--- config.mk ---
export PLATFORM = sky130hd
export DESIGN_NAME = spi_hold_frontend
export DESIGN_NICKNAME = d
export VERILOG_FILES = /design/src/rtl/spi_hold_pkg.sv /design/src/rtl/spi_hold_sync.sv /design/src/rtl/spi_hold_ctrl.sv /design/src/rtl/spi_hold_shift.sv /design/src/rtl/spi_hold_frontend.sv
export SDC_FILE = /design/constraint.sdc
export NUM_CORES = 1
export LEC_CHECK = 0
export BUFFER_PORTS_ARGS = -buffer_cell sky130_fd_sc_hd__buf_2
export CAP_MARGIN = 10
export CORE_MARGIN = 4
export CORE_UTILIZATION = 45
export CTS_BUF_LIST = sky130_fd_sc_hd__clkbuf_4
export DETAILED_ROUTE_END_ITERATION = 10
export HOLD_SLACK_MARGIN = 0.12
export PLACE_DENSITY = 0.79
export REMOVE_ABC_BUFFERS = 1
export SLEW_MARGIN = 40
export SYNTH_ARGS = -nofsm -noshare
export SYNTH_HDL_FRONTEND = slang
export SYNTH_SLANG_ARGS = --single-unit
--- constraint.sdc ---
create_clock -name clk -period 1.5 [get_ports clk]
set_input_delay 0.225 -clock clk [delete_from_list [all_inputs] [get_ports clk]]
set_output_delay 0.225 -clock clk [all_outputs]
set_load 0.05 [all_outputs]
--- src/rtl/spi_hold_pkg.sv ---
package spi_hold_pkg;
  localparam int PIN_W = 4;
  // pin vector order: {sck, cs_n, hold_n, si}
  localparam logic [PIN_W-1:0] PIN_IDLE = 4'b0110;
  localparam int P_SCK  = 3;
  localparam int P_CS   = 2;
  localparam int P_HOLD = 1;
  localparam int P_SI   = 0;
endpackage

--- src/rtl/spi_hold_sync.sv ---
module spi_hold_sync #(
  parameter int W = 4,
  parameter int STAGES = 2,
  parameter logic [W-1:0] RST_VAL = '0
) (
  input  logic         clk,
  input  logic         rst_n,
  input  logic [W-1:0] d,
  output logic [W-1:0] q
);
  logic [W-1:0] stg [STAGES];

  for (genvar gi = 0; gi < STAGES; gi++) begin : g_stage
    if (gi == 0) begin : g_first
      always_ff @(posedge clk or negedge rst_n) begin
        if (!rst_n) stg[gi] <= RST_VAL;
        else        stg[gi] <= d;
      end
    end else begin : g_next
      always_ff @(posedge clk or negedge rst_n) begin
        if (!rst_n) stg[gi] <= RST_VAL;
        else        stg[gi] <= stg[gi-1];
      end
    end
  end

  assign q = stg[STAGES-1];
endmodule

--- src/rtl/spi_hold_ctrl.sv ---
module spi_hold_ctrl (
  input  logic clk,
  input  logic rst_n,
  input  logic sck_lvl,
  input  logic cs_high,
  input  logic hold_n_lvl,
  input  logic quad_en,
  output logic hold_active
);
  logic hold_req;
  logic hold_n_next;

  assign hold_req = ~quad_en & ~hold_n_lvl;

  // pause state follows the request only while sck is low
  always_comb begin
    hold_n_next = hold_active;
    if (cs_high || quad_en) hold_n_next = 1'b0;
    else if (!sck_lvl)      hold_n_next = hold_req;
  end

  always_ff @(posedge clk or negedge rst_n) begin
    if (!rst_n) hold_active <= 1'b0;
    else        hold_active <= hold_n_next;
  end

  assert_quad_ignores_R9: assert property (@(posedge clk) disable iff (!rst_n)
    quad_en |=> !hold_active);
  assert_sck_high_freeze_R6: assert property (@(posedge clk) disable iff (!rst_n)
    (!cs_high && !quad_en && sck_lvl) |=> $stable(hold_active));
  assert_cs_drops_hold_R8: assert property (@(posedge clk) disable iff (!rst_n)
    cs_high |=> !hold_active);
endmodule

--- src/rtl/spi_hold_shift.sv ---
module spi_hold_shift #(
  parameter int DATA_W = 8,
  localparam int CNT_W = $clog2(DATA_W)
) (
  input  logic              clk,
  input  logic              rst_n,
  input  logic              sck_lvl,
  input  logic              si_lvl,
  input  logic              cs_high,
  input  logic              hold_active,
  input  logic [DATA_W-1:0] tx_data,
  output logic [DATA_W-1:0] rx_byte,
  output logic              rx_valid,
  output logic              so_bit
);
  localparam logic [CNT_W-1:0] LAST_BIT = CNT_W'(DATA_W - 1);

  logic              sck_prev;
  logic              sck_rise, sck_fall;
  logic [CNT_W-1:0]  cnt, cnt_nx;
  logic [DATA_W-2:0] rsr, rsr_nx;
  logic [DATA_W-1:0] rbyte_nx;
  logic [DATA_W-1:0] tsr, tsr_nx;
  logic              rv_nx;

  assign sck_rise = sck_lvl & ~sck_prev;
  assign sck_fall = ~sck_lvl & sck_prev;

  always_comb begin
    cnt_nx   = cnt;
    rsr_nx   = rsr;
    rbyte_nx = rx_byte;
    tsr_nx   = tsr;
    rv_nx    = 1'b0;
    if (cs_high) begin
      cnt_nx = '0;
      rsr_nx = '0;
      tsr_nx = tx_data;
    end else if (!hold_active) begin
      if (sck_rise) begin
        rsr_nx = {rsr[DATA_W-3:0], si_lvl};
        cnt_nx = cnt + 1'b1;
        if (cnt == LAST_BIT) begin
          rbyte_nx = {rsr, si_lvl};
          rv_nx    = 1'b1;
        end
      end
      if (sck_fall) begin
        if (cnt == '0) tsr_nx = tx_data;
        else           tsr_nx = {tsr[DATA_W-2:0], 1'b0};
      end
    end
  end

  always_ff @(posedge clk or negedge rst_n) begin
    if (!rst_n) begin
      sck_prev <= 1'b0;
      cnt      <= '0;
      rsr      <= '0;
      rx_byte  <= '0;
      tsr      <= '0;
      rx_valid <= 1'b0;
    end else begin
      sck_prev <= sck_lvl;
      cnt      <= cnt_nx;
      rsr      <= rsr_nx;
      rx_byte  <= rbyte_nx;
      tsr      <= tsr_nx;
      rx_valid <= rv_nx;
    end
  end

  assign so_bit = tsr[DATA_W-1];

  assert_hold_freeze_R7: assert property (@(posedge clk) disable iff (!rst_n)
    (hold_active && !cs_high) |=> ($stable(cnt) && $stable(tsr) && !rx_valid));
  assert_cs_clear_R8: assert property (@(posedge clk) disable iff (!rst_n)
    cs_high |=> (cnt == '0));
  assert_valid_pulse_R1: assert property (@(posedge clk) disable iff (!rst_n)
    rx_valid |=> !rx_valid);
endmodule

--- src/rtl/spi_hold_frontend.sv ---
module spi_hold_frontend #(
  parameter int DATA_W = 8,
  parameter int SYNC_STAGES = 2
) (
  input  logic              clk,
  input  logic              rst_n,
  input  logic              sck,
  input  logic              cs_n,
  input  logic              hold_n,
  input  logic              si,
  input  logic              quad_en,
  input  logic              busy_in,
  input  logic [DATA_W-1:0] tx_data,
  output logic              so,
  output logic              so_oe,
  output logic [DATA_W-1:0] rx_byte,
  output logic              rx_valid,
  output logic              hold_active,
  output logic              busy_out
);
  import spi_hold_pkg::*;

  logic [PIN_W-1:0] pins_raw, pins_s;
  logic             cs_high;

  assign pins_raw = {sck, cs_n, hold_n, si};

  spi_hold_sync #(.W(PIN_W), .STAGES(SYNC_STAGES), .RST_VAL(PIN_IDLE)) u_sync (
    .clk(clk), .rst_n(rst_n), .d(pins_raw), .q(pins_s));

  assign cs_high = pins_s[P_CS];

  spi_hold_ctrl u_ctrl (
    .clk(clk), .rst_n(rst_n), .sck_lvl(pins_s[P_SCK]), .cs_high(cs_high),
    .hold_n_lvl(pins_s[P_HOLD]), .quad_en(quad_en), .hold_active(hold_active));

  spi_hold_shift #(.DATA_W(DATA_W)) u_shift (
    .clk(clk), .rst_n(rst_n), .sck_lvl(pins_s[P_SCK]), .si_lvl(pins_s[P_SI]),
    .cs_high(cs_high), .hold_active(hold_active), .tx_data(tx_data),
    .rx_byte(rx_byte), .rx_valid(rx_valid), .so_bit(so));

  assign so_oe = ~cs_high & ~hold_active;

  always_ff @(posedge clk or negedge rst_n) begin
    if (!rst_n) busy_out <= 1'b0;
    else        busy_out <= busy_in;
  end

  assert_no_rx_in_hold_R7: assert property (@(posedge clk) disable iff (!rst_n)
    rx_valid |-> !hold_active);
  assert_busy_follow_R10: assert property (@(posedge clk) disable iff (!rst_n)
    busy_out == $past(busy_in));
endmodule

==> results of run 1 <==
[flip-flops by register name, summed over array words and instances (netlist names)]
signal,cells
u_sync.stg,4
u_shift.sck_prev,1
busy_out,1
u_ctrl.hold_active,1
u_shift.rsr,7
u_shift.rx_valid,1
u_shift.cnt,3
u_shift.rx_byte,8
u_shift.tsr,8
u_sync.q,4
[per-layer routing]
layer / track usage / part of all wire / routed length, µm
met1: 0.201 / 0.44 / 1300
met4: 0.0456 / 0.0027 / 8
met5: 0 / 0 / 0
met3: 0.0556 / 0.053 / 159
met2: 0.238 / 0.51 / 1510
[report_power, final]
group | internal, µW | switching, µW | total, µW | leakage (µW)
registers | 1080 | 31.4 | 1110 | 0.000479
clock network | 194 | 307 | 502 | 0.0000331
logic | 124 | 132 | 256 | 0.000454
[kinds of logic (layout without fill, tap and decap cells)]
| family | after synthesis | in the layout | synth area share |
|---|---|---|---|
| xor gates and xnor gates | 1 | 1 | 0.00562 |
| AOI/OAI and AO/OA | 16 | 16 | 0.0570 |
| and+or+nand+nor | 32 | 33 | 0.142 |
| muxes | 18 | 18 | 0.122 |
| adders and majority gates | 3 | 3 | 0.0241 |
| buffers and inverters | 10 | 55 | 0.0361 |
| DFF | 38 | 38 | 0.613 |
[layout make-up]
cell class | instances | share of cell area
Sequential cell | 38 | 0.486
Timing Repair Buffer | 43 | 0.151
Clock buffer | 6 | 0.0229
Tap cell | 46 | 0.0292
Clock inverter | 2 | 0.00444
Multi-Input combinational cell | 71 | 0.299
Inverter | 4 | 0.00762
[cell usage in the layout (no fill, tap or decap), types with 2 or more instances in the layout]
cell           count
mux2i_1           10
dfstp_2            4
a31oi_1            6
or3b_4             4
mux2_2             8
inv_1              4
ha_2               3
nor2b_4            2
buf_4              7
dlygate4sd3_1      7
o21ai_0            8
dfrtp_1           33
buf_2             27
nor2_1            11
or3b_1             2
buf_12             2
nor3_1             8
clkbuf_4           6
[critical path, delay by kind of cell, from the launching register on]
family / cells / cell delay [ns]
flip-flops: 1 / 0.43
adder cells (fa/ha/maj): 2 / 0.38
multiplexers: 1 / 0.36
AND/OR/NAND/NOR: 1 / 0.18
[metrics by stage]
step | total power [µW] | utilization | cells | setup WS [ns] | cell area, µm²
after global placement | 1330 | 0.533 | 191 | 0.0589 | 1780
after floorplan | 1250 | - | 112 | -0.355 | 1520
after CTS | 1880 | 0.579 | 209 | 0.00663 | 1930
after global routing | 1970 | 0.591 | 210 | 0.0148 | 1970
final | 1870 | 0.591 | 210 | 0.0389 | 1970
after detailed placement | 1340 | 0.533 | 191 | -0.00640 | 1780
[what timing repair did]
item,4_1_cts,5_1_grt
endpoints found under the setup margin,7,16
gates resized for setup,3,9
gates cloned,1,0
pin swaps,1,5
hold buffers,7,0
buffers inserted,2,1
endpoints found under the hold margin,42,0
[path summary, 6_finish.rpt]
check	from	end	slack (ns)
max reg2reg	u_shift.cnt[0]	u_shift.rx_byte[3]	0.04
min	tx_data[4]	u_shift.tsr[4]	0.15
min reg2reg	u_sync.stg[4]	u_sync.q[0]	0.36
min in group asynchronous	rst_n	u_sync.stg[7]	0.34
max in group asynchronous	rst_n	u_sync.stg[6]	0.63
max	u_shift.cnt[0]	u_shift.rx_byte[3]	0.04
==> results.json, run 1 <==
{
  "routed-via-count": 1041,
  "clock-skew-final_ns": 0.0106,
  "remaining_drc_errors": 0,
  "fp.dieH_um": 66.9,
  "path_clk_slew_ns": 0.11,
  "start_kind": "flip-flop",
  "wl_um": 2970,
  "period_share": 0.974,
  "seqCellArea_um2": 957,
  "finalSetupViolCount": 0,
  "ioPinCount": 29,
  "cp-end-kind": "flip-flop",
  "ys_seq_area_frac": 0.613,
  "synth-main-ff-cell": "dfrtp_1",
  "multi_input_area_um2": 589,
  "path_common_cell": "ha_2",
  "cts.sinks": 38,
  "status": "finished, final reports clean",
  "tightest_slew_ns": 0.381,
  "antenna_cells": 0,
  "period_needed_ns": 1.46,
  "hold_depth": 3,
  "grt_usage": 0.153,
  "cts_tree": "built",
  "fin_tns_setup_ns": 0,
  "power_leakage_uw": 0.000967,
  "fillers": 274,
  "grt_max_degree": 24,
  "maxCapViolations": 0,
  "ys_top_cells_by_count": "dfrtp_1, nor2_1, mux2i_1",
  "reg2regPathDepth": 4,
  "fmax_mhz": 684,
  "fp.dieW_um": 66.9,
  "port_buffers": 28,
  "syn_area_per_cell_um2": 13.2,
  "worst_ep_required_time_ns": 1.72,
  "ys_seq_elements": 38,
  "hold_viol": 0,
  "relSlewSlack": 0.746,
  "drt_iter0_markers": 21,
  "overflow": 0,
  "slowest_stage": "dfrtp_1",
  "cts-htree-levels": 2,
  "start_util": 0.467,
  "post-synth-top-count-cell": "dfrtp_1",
  "rows": 21,
  "insertion_delay_ns": 0.33,
  "synth_edf_count": 0,
  "antenna_found_initial": 0,
  "synth_area_leader_cell": "dfrtp_1",
  "synthToLayoutAreaGrowth_pct": 26.4,
  "synth_cell_types": 24,
  "via_per_inst": 4.96,
  "cts-buffers-inserted": 5,
  "ir_worst_vdd_mv": 0.515,
  "first_global_vias": 1046,
  "core_mm2": 0.00334,
  "cts-root-buf": "clkbuf_4",
  "critical_path.max_stage_delay_ns": 0.43,
  "first_pass_iters": 4,
  "grt_setup_unrepaired": "false",
  "yosys_warnings": 0,
  "holdWs_ns": 0.153,
  "crit_arrival_ns": 1.68,
  "final_antenna_net_count": 0,
  "nNetsFinal": 182,
  "synth_cells": 118,
  "yosys-top-cells-area": "dfrtp_1, dfstp_2, mux2i_1",
  "routabilityCongestion": 0.730,
  "power_density_mw_per_mm2": 947,
  "min_path_type": "in -> reg",
  "crit_chain": "ha_2 > ha_2 > nand4b_4 > mux2_2",
  "path_class": "reg -> reg",
  "dp_hpwl_um": 1940,
  "routedWlPerCell_um": 14.2,
  "drive_gt1_frac": 0.427,
  "final_max_slew_viol_count": 0,
  "grt_pass1_wl_um": 5090,
  "async_flop_share": 1.00,
  "dieArea_mm2": 0.00447,
  "clock_path_buffers": 2,
  "mappedNetlistArea_mm2": 0.00156,
  "synth_top_area_frac": 0.546,
  "worstPathMaxFanout": 9
}
Power figures use the tool's default switching activity.
==> run 2: changes to the inputs <==
--- a/config.mk
+++ b/config.mk
@@ -15,5 +15,5 @@
 export PLACE_DENSITY = 0.79
 export REMOVE_ABC_BUFFERS = 1
-export SLEW_MARGIN = 40
+export SLEW_MARGIN = 20
 export SYNTH_ARGS = -nofsm -noshare
 export SYNTH_HDL_FRONTEND = slang
==> constraint.sdc (replaced) <==
create_clock -name clk -period 1.5 [get_ports clk]
set_input_delay 0.15 -clock clk [delete_from_list [all_inputs] [get_ports clk]]
set_output_delay 0.15 -clock clk [all_outputs]
set_load 0.05 [all_outputs]
==> run 2 against run 1 <==
Against the previous run: routed wire length grew 3.9%; via count up 4.5%; sequential share of layout area fell by 1.3 points; critical path depth stayed put; clock power grew 1%; hold slack improved by 0.13 ns; power rose by 0.86%; non-clock buffer count up 8; first-iteration DRC count rose by 43%; final cell count rose by 3.8%; register-to-register slack worse by 0.03 ns; clock-buffer cell count unchanged.
==> results.json, run 2 (same netlist as run 1, synthesis figures left out) <==
{
  "status": "finished, final reports clean",
  "intPower_uw": 1400,
  "final_area_mm2": 0.00202,
  "hold_viol": 0,
  "routed-via-count": 1088,
  "routedWlPerCell_um": 14.2,
  "cts_tree": "built",
  "fp.dieW_um": 66.9,
  "worstPathMaxFanout": 9,
  "first_pass_iters": 4,
  "path_class": "reg -> reg",
  "switching_power_uw": 480,
  "cp-end-kind": "flip-flop",
  "fp.dieH_um": 66.9,
  "nNetsFinal": 190,
  "maxCapViolations": 0,
  "fmax_mhz": 670,
  "relSlewSlack": 0.808,
  "period_needed_ns": 1.49,
  "cts-root-buf": "clkbuf_4",
  "path_clk_slew_ns": 0.10,
  "cts-htree-levels": 2,
  "remaining_drc_errors": 0,
  "dp_hpwl_um": 1970,
  "insertion_delay_ns": 0.34,
  "start_kind": "flip-flop",
  "place_area_mm2": 0.00178,
  "antenna_found_initial": 0,
  "port_buffers": 28,
  "first_global_vias": 1092,
  "cts.sinks": 38,
  "ioPinCount": 29,
  "via_per_inst": 4.99,
  "rows": 21,
  "ir_worst_vdd_mv": 0.560,
  "largest_registers": "u_shift.rx_byte x8, u_shift.tsr x8, u_shift.rsr x7",
  "grt_usage": 0.153,
  "startpoint": "u_shift.cnt[0]",
  "final_cell_mix": "dfrtp_1, buf_2, dlygate4sd3_1",
  "holdWs_ns": 0.284,
  "power_density_mw_per_mm2": 930,
  "grt_max_degree": 39,
  "clock_path_buffers": 2,
  "r2r_start": "u_shift.cnt[0]",
  "wl_met3_um": 144,
  "reg2regPathDepth": 4,
  "mostFrequentLayoutCell": "dfrtp_1",
  "clkPwrFrac": 0.270,
  "drt_iter0_markers": 30,
  "p_seq_frac": 0.590,
  "fillers": 262,
  "final_antenna_net_count": 0,
  "worst_ep_required_time_ns": 1.73,
  "dieArea_mm2": 0.00447,
  "power_leakage_uw": 0.000992,
  "cts-buffers-inserted": 5,
  "final_max_slew_viol_count": 0,
  "p_sw_frac": 0.255,
  "multi_input_area_um2": 566,
  "grt_setup_unrepaired": "true",
  "min_path_type": "in -> async",
  "overflow": 0,
  "seqCellArea_um2": 956,
  "finalSetupViolCount": 0,
  "wl_um": 3090,
  "top_layer_used": "met4",
  "clock-skew-final_ns": 0.00581,
  "wl_met1_um": 1360,
  "core_mm2": 0.00334,
  "power_frac_comb": 0.140,
  "antenna_cells": 0,
  "grt_pass1_wl_um": 5030,
  "start_util": 0.467,
  "wl_met2_um": 1530,
  "period_share": 0.995,
  "tightest_slew_ns": 0.288,
  "drive_gt1_frac": 0.390,
  "crit_arrival_ns": 1.72,
  "routabilityCongestion": 0.725,
  "synthToLayoutAreaGrowth_pct": 29.8
}
==> run 2: worst paths after layout <==
kind                                       to  slack [ns]
min                          u_shift.rx_valid        0.28
max                        u_shift.rx_byte[7]       0.007
max in group asynchronous         u_sync.q[1]        0.95
min reg2reg                       u_sync.q[1]        0.37
min in group clk                  u_sync.q[1]        0.37
max reg2reg                u_shift.rx_byte[7]       0.007
==> run 2: timing repair <==
action                                  4_1_cts  5_1_grt
pin swaps                                     1        3
endpoints found under the hold margin        52        0
setup buffers                                 3        0
hold buffers                                 15        0
cloned                                        0        1
resized for setup                             0        4
endpoints found under the setup margin       12       13
==> run 2: cell type report <==
cell class,instances,area share
Inverter,4,0.00742
Clock inverter,2,0.00433
Timing Repair Buffer,51,0.186
Sequential cell,38,0.472
Clock buffer,6,0.0223
Tap cell,46,0.0284
Multi-Input combinational cell,71,0.280
==> run 2: power by group through the flow <==
| stage | clock network [µW] | registers, µW | logic, µW |
|---|---|---|---|
| 3_3_place_gp | 0 | 1120 | 204 |
| 5_1_grt | 568 | 1120 | 289 |
| 6_report | 509 | 1110 | 263 |
| 4_1_cts | 530 | 1110 | 255 |
| 2_1_floorplan | 0 | 1150 | 99.2 |
| 3_5_place_dp | 0 | 1130 | 211 |
==> run 2: through the flow <==
step                worst slack [ns]  setup TNS, ns   util  power [µW]  std cells
detailed placement           -0.0162        -0.0340  0.533        1340        191
global placement              0.0606              0  0.533        1330        191
CTS                          0.00742              0  0.601        1890        217
global route                 -0.0236         -0.121  0.606        1970        218
finish                       0.00688              0  0.606        1880        218
floorplan                     -0.355          -5.70      -        1250        112
==> run 2: metal layers <==
layer | track usage | vias to the layer above
met2 | 0.244 | 24
met4 | 0.0608 | 0
met3 | 0.0506 | 7
li1 | - | 520
met1 | 0.190 | 537
met5 | 0 | -
==> run 2: critical path: stages, from the launching register on <==
cell      delay [ns]
dfrtp_1         0.42
ha_1            0.24
ha_2            0.20
nand4b_4        0.17
mux2_2          0.35
==> run 3: changes to the inputs <==
Settings changed: PLACE_DENSITY 0.79 to 0.77, SKIP_CTS_REPAIR_TIMING set to 1.
Clock period 1.5 ns to 1.9 ns, I/O delays scaled along.
==> run 3 against run 2 <==
Against the previous run: clock power increased by 30%; clock-buffer cell count decreased by 1; register-to-register slack improved by 0.37 ns.
==> results.json, run 3 (same netlist as run 1, synthesis figures left out) <==
{
  "dp_cells": 189,
  "layoutNonFillerInstCount": 207,
  "power_density_mw_per_mm2": 883,
  "wl_um": 2940,
  "p_seq_frac": 0.512,
  "antenna_found_initial": 0,
  "drive_gt1_frac": 0.366,
  "ir_worst_vdd_mv": 0.536,
  "overflow": 0,
  "worst_ep_required_time_ns": 2.17,
  "clock-skew-final_ns": 0.0105,
  "path_class": "reg -> reg",
  "place_area_mm2": 0.00174,
  "insertion_delay_ns": 0.34,
  "relSlewSlack": 0.466,
  "crit_arrival_ns": 1.79,
  "crit_chain": "inv_1 > ha_1 > nor2b_4 > or3b_2 > a31oi_1",
  "intPower_uw": 1330,
  "cp-end-kind": "flip-flop",
  "first_global_vias": 1011,
  "remaining_drc_errors": 0,
  "nNetsFinal": 179,
  "critical_path.top_delay_family": "simple AND/OR/NAND/NOR gates",
  "fp.dieH_um": 66.9,
  "grt_setup_unrepaired": "false",
  "worstPathMaxFanout": 15,
  "power_frac_comb": 0.100,
  "critical_path.max_stage_delay_ns": 0.45,
  "dieArea_mm2": 0.00447,
  "cts-root-buf": "clkbuf_4",
  "maxCapViolations": 0,
  "grt_pass1_wl_um": 4820,
  "cp.buffers_inverters": 1,
  "reg2reg_to": "u_shift.tsr[3]",
  "final_antenna_net_count": 0,
  "status": "finished, final reports clean",
  "r2r_start": "u_shift.cnt[0]",
  "finalSetupViolCount": 0,
  "final_cell_mix": "dfrtp_1, buf_2, nor2_1",
  "clkPwrFrac": 0.388,
  "mostFrequentLayoutCell": "dfrtp_1",
  "grt_usage": 0.149,
  "ioPinCount": 29,
  "rows": 21,
  "routed-via-count": 1035,
  "final_max_slew_viol_count": 0,
  "fp.dieW_um": 66.9,
  "path_depth": 5,
  "dp_hpwl_um": 2030,
  "drt_iter0_markers": 19,
  "power_leakage_uw": 0.000956,
  "final_area_mm2": 0.00194,
  "start_util": 0.467,
  "cts_tree": "built",
  "first_pass_iters": 4,
  "routedWlPerCell_um": 14.2,
  "core_mm2": 0.00334,
  "period_share": 0.803,
  "regToRegSetupSlack_ns": 0.37,
  "hold_viol": 0,
  "reg2regPathDepth": 5,
  "fmax_mhz": 656,
  "slowest_stage": "or3b_2",
  "startpoint": "u_shift.cnt[0]",
  "port_buffers": 28,
  "start_kind": "flip-flop",
  "cts-htree-levels": 2,
  "p_sw_frac": 0.222,
  "period_needed_ns": 1.53,
  "fin_tns_setup_ns": 0,
  "setup.worst_path.end": "u_shift.tsr[3]",
  "switching_power_uw": 380,
  "antenna_cells": 0,
  "synthToLayoutAreaGrowth_pct": 24.4,
  "min_path_type": "in -> reg",
  "routabilityCongestion": 0.713,
  "grt_max_degree": 39,
  "cts.sinks": 38,
  "clock_path_buffers": 2,
  "path_clk_slew_ns": 0.11,
  "cts-buffers-inserted": 5,
  "via_per_inst": 5.00,
  "largest_registers": "u_shift.rx_byte x8, u_shift.tsr x8, u_shift.rsr x7",
  "tightest_slew_ns": 0.801,
  "hp-start": "tx_data[5]"
}
run 3: cell count changes in the layout (fill, tap and decap cells not counted), sizes merged:
cell,previous run,this run
buf,36,31
clkinv,2,1
clkbuf,6,5
nor2b,2,1
dlygate4sd3,15,10
bufinv,0,2
run 3: final cells by class:
cell class	count	area (µm²)
Sequential cell	38	956
Timing Repair Buffer	41	263
Tap cell	46	57.6
Clock inverter	3	63.8
Multi-Input combinational cell	70	547
Fill cell	286	1400
Clock buffer	5	37.5
Inverter	4	15.0
run 3: power by group through the flow:
| stage | Clock (µW) | Combinational, µW | Sequential, µW |
|---|---|---|---|
| 2_1_floorplan | 0 | 78.3 | 906 |
| 3_3_place_gp | 0 | 152 | 889 |
| 3_5_place_dp | 0 | 158 | 891 |
| 4_1_cts | 679 | 158 | 876 |
| 5_1_grt | 721 | 193 | 880 |
| 6_report | 664 | 172 | 876 |
run 3: worst min-delay path by stage:
stage	endpoint	cells past startpoint	slack (ns)
after global routing	u_shift.tsr[4]	3	0.12
final	u_shift.tsr[5]	3	0.12
after global placement	u_sync.stg[5]	1	0.30
after CTS	u_sync.stg[5]	1	-0.07
after detailed placement	u_sync.stg[5]	1	0.30
after floorplan	busy_out	0	-0.11
run 3: per-stage QoR:
stage                     power [µW]  setup WS, ns  hold slack (ns)  utilization
final                           1710         0.375            0.120        0.581
after global routing            1790         0.295            0.124        0.581
after CTS                       1710         0.360          -0.0733        0.551
after detailed placement        1050         0.387            0.297        0.521
after global placement          1040         0.449            0.295        0.521
after floorplan                  984        0.0448           -0.106            -
run 3: per-layer routing:
| metal | GRT usage | up-vias | wire length, µm |
|---|---|---|---|
| li1 | - | 500 | - |
| met4 | 0.0608 | 0 | 48 |
| met5 | 0 | - | 0 |
| met3 | 0.0573 | 6 | 152 |
| met2 | 0.238 | 24 | 1510 |
| met1 | 0.179 | 505 | 1230 |
run 3: tightest hold or removal path, stage by stage:
cell	delay, ns
buf_2	0.10
o21ai_0	0.06
a31oi_1	0.08
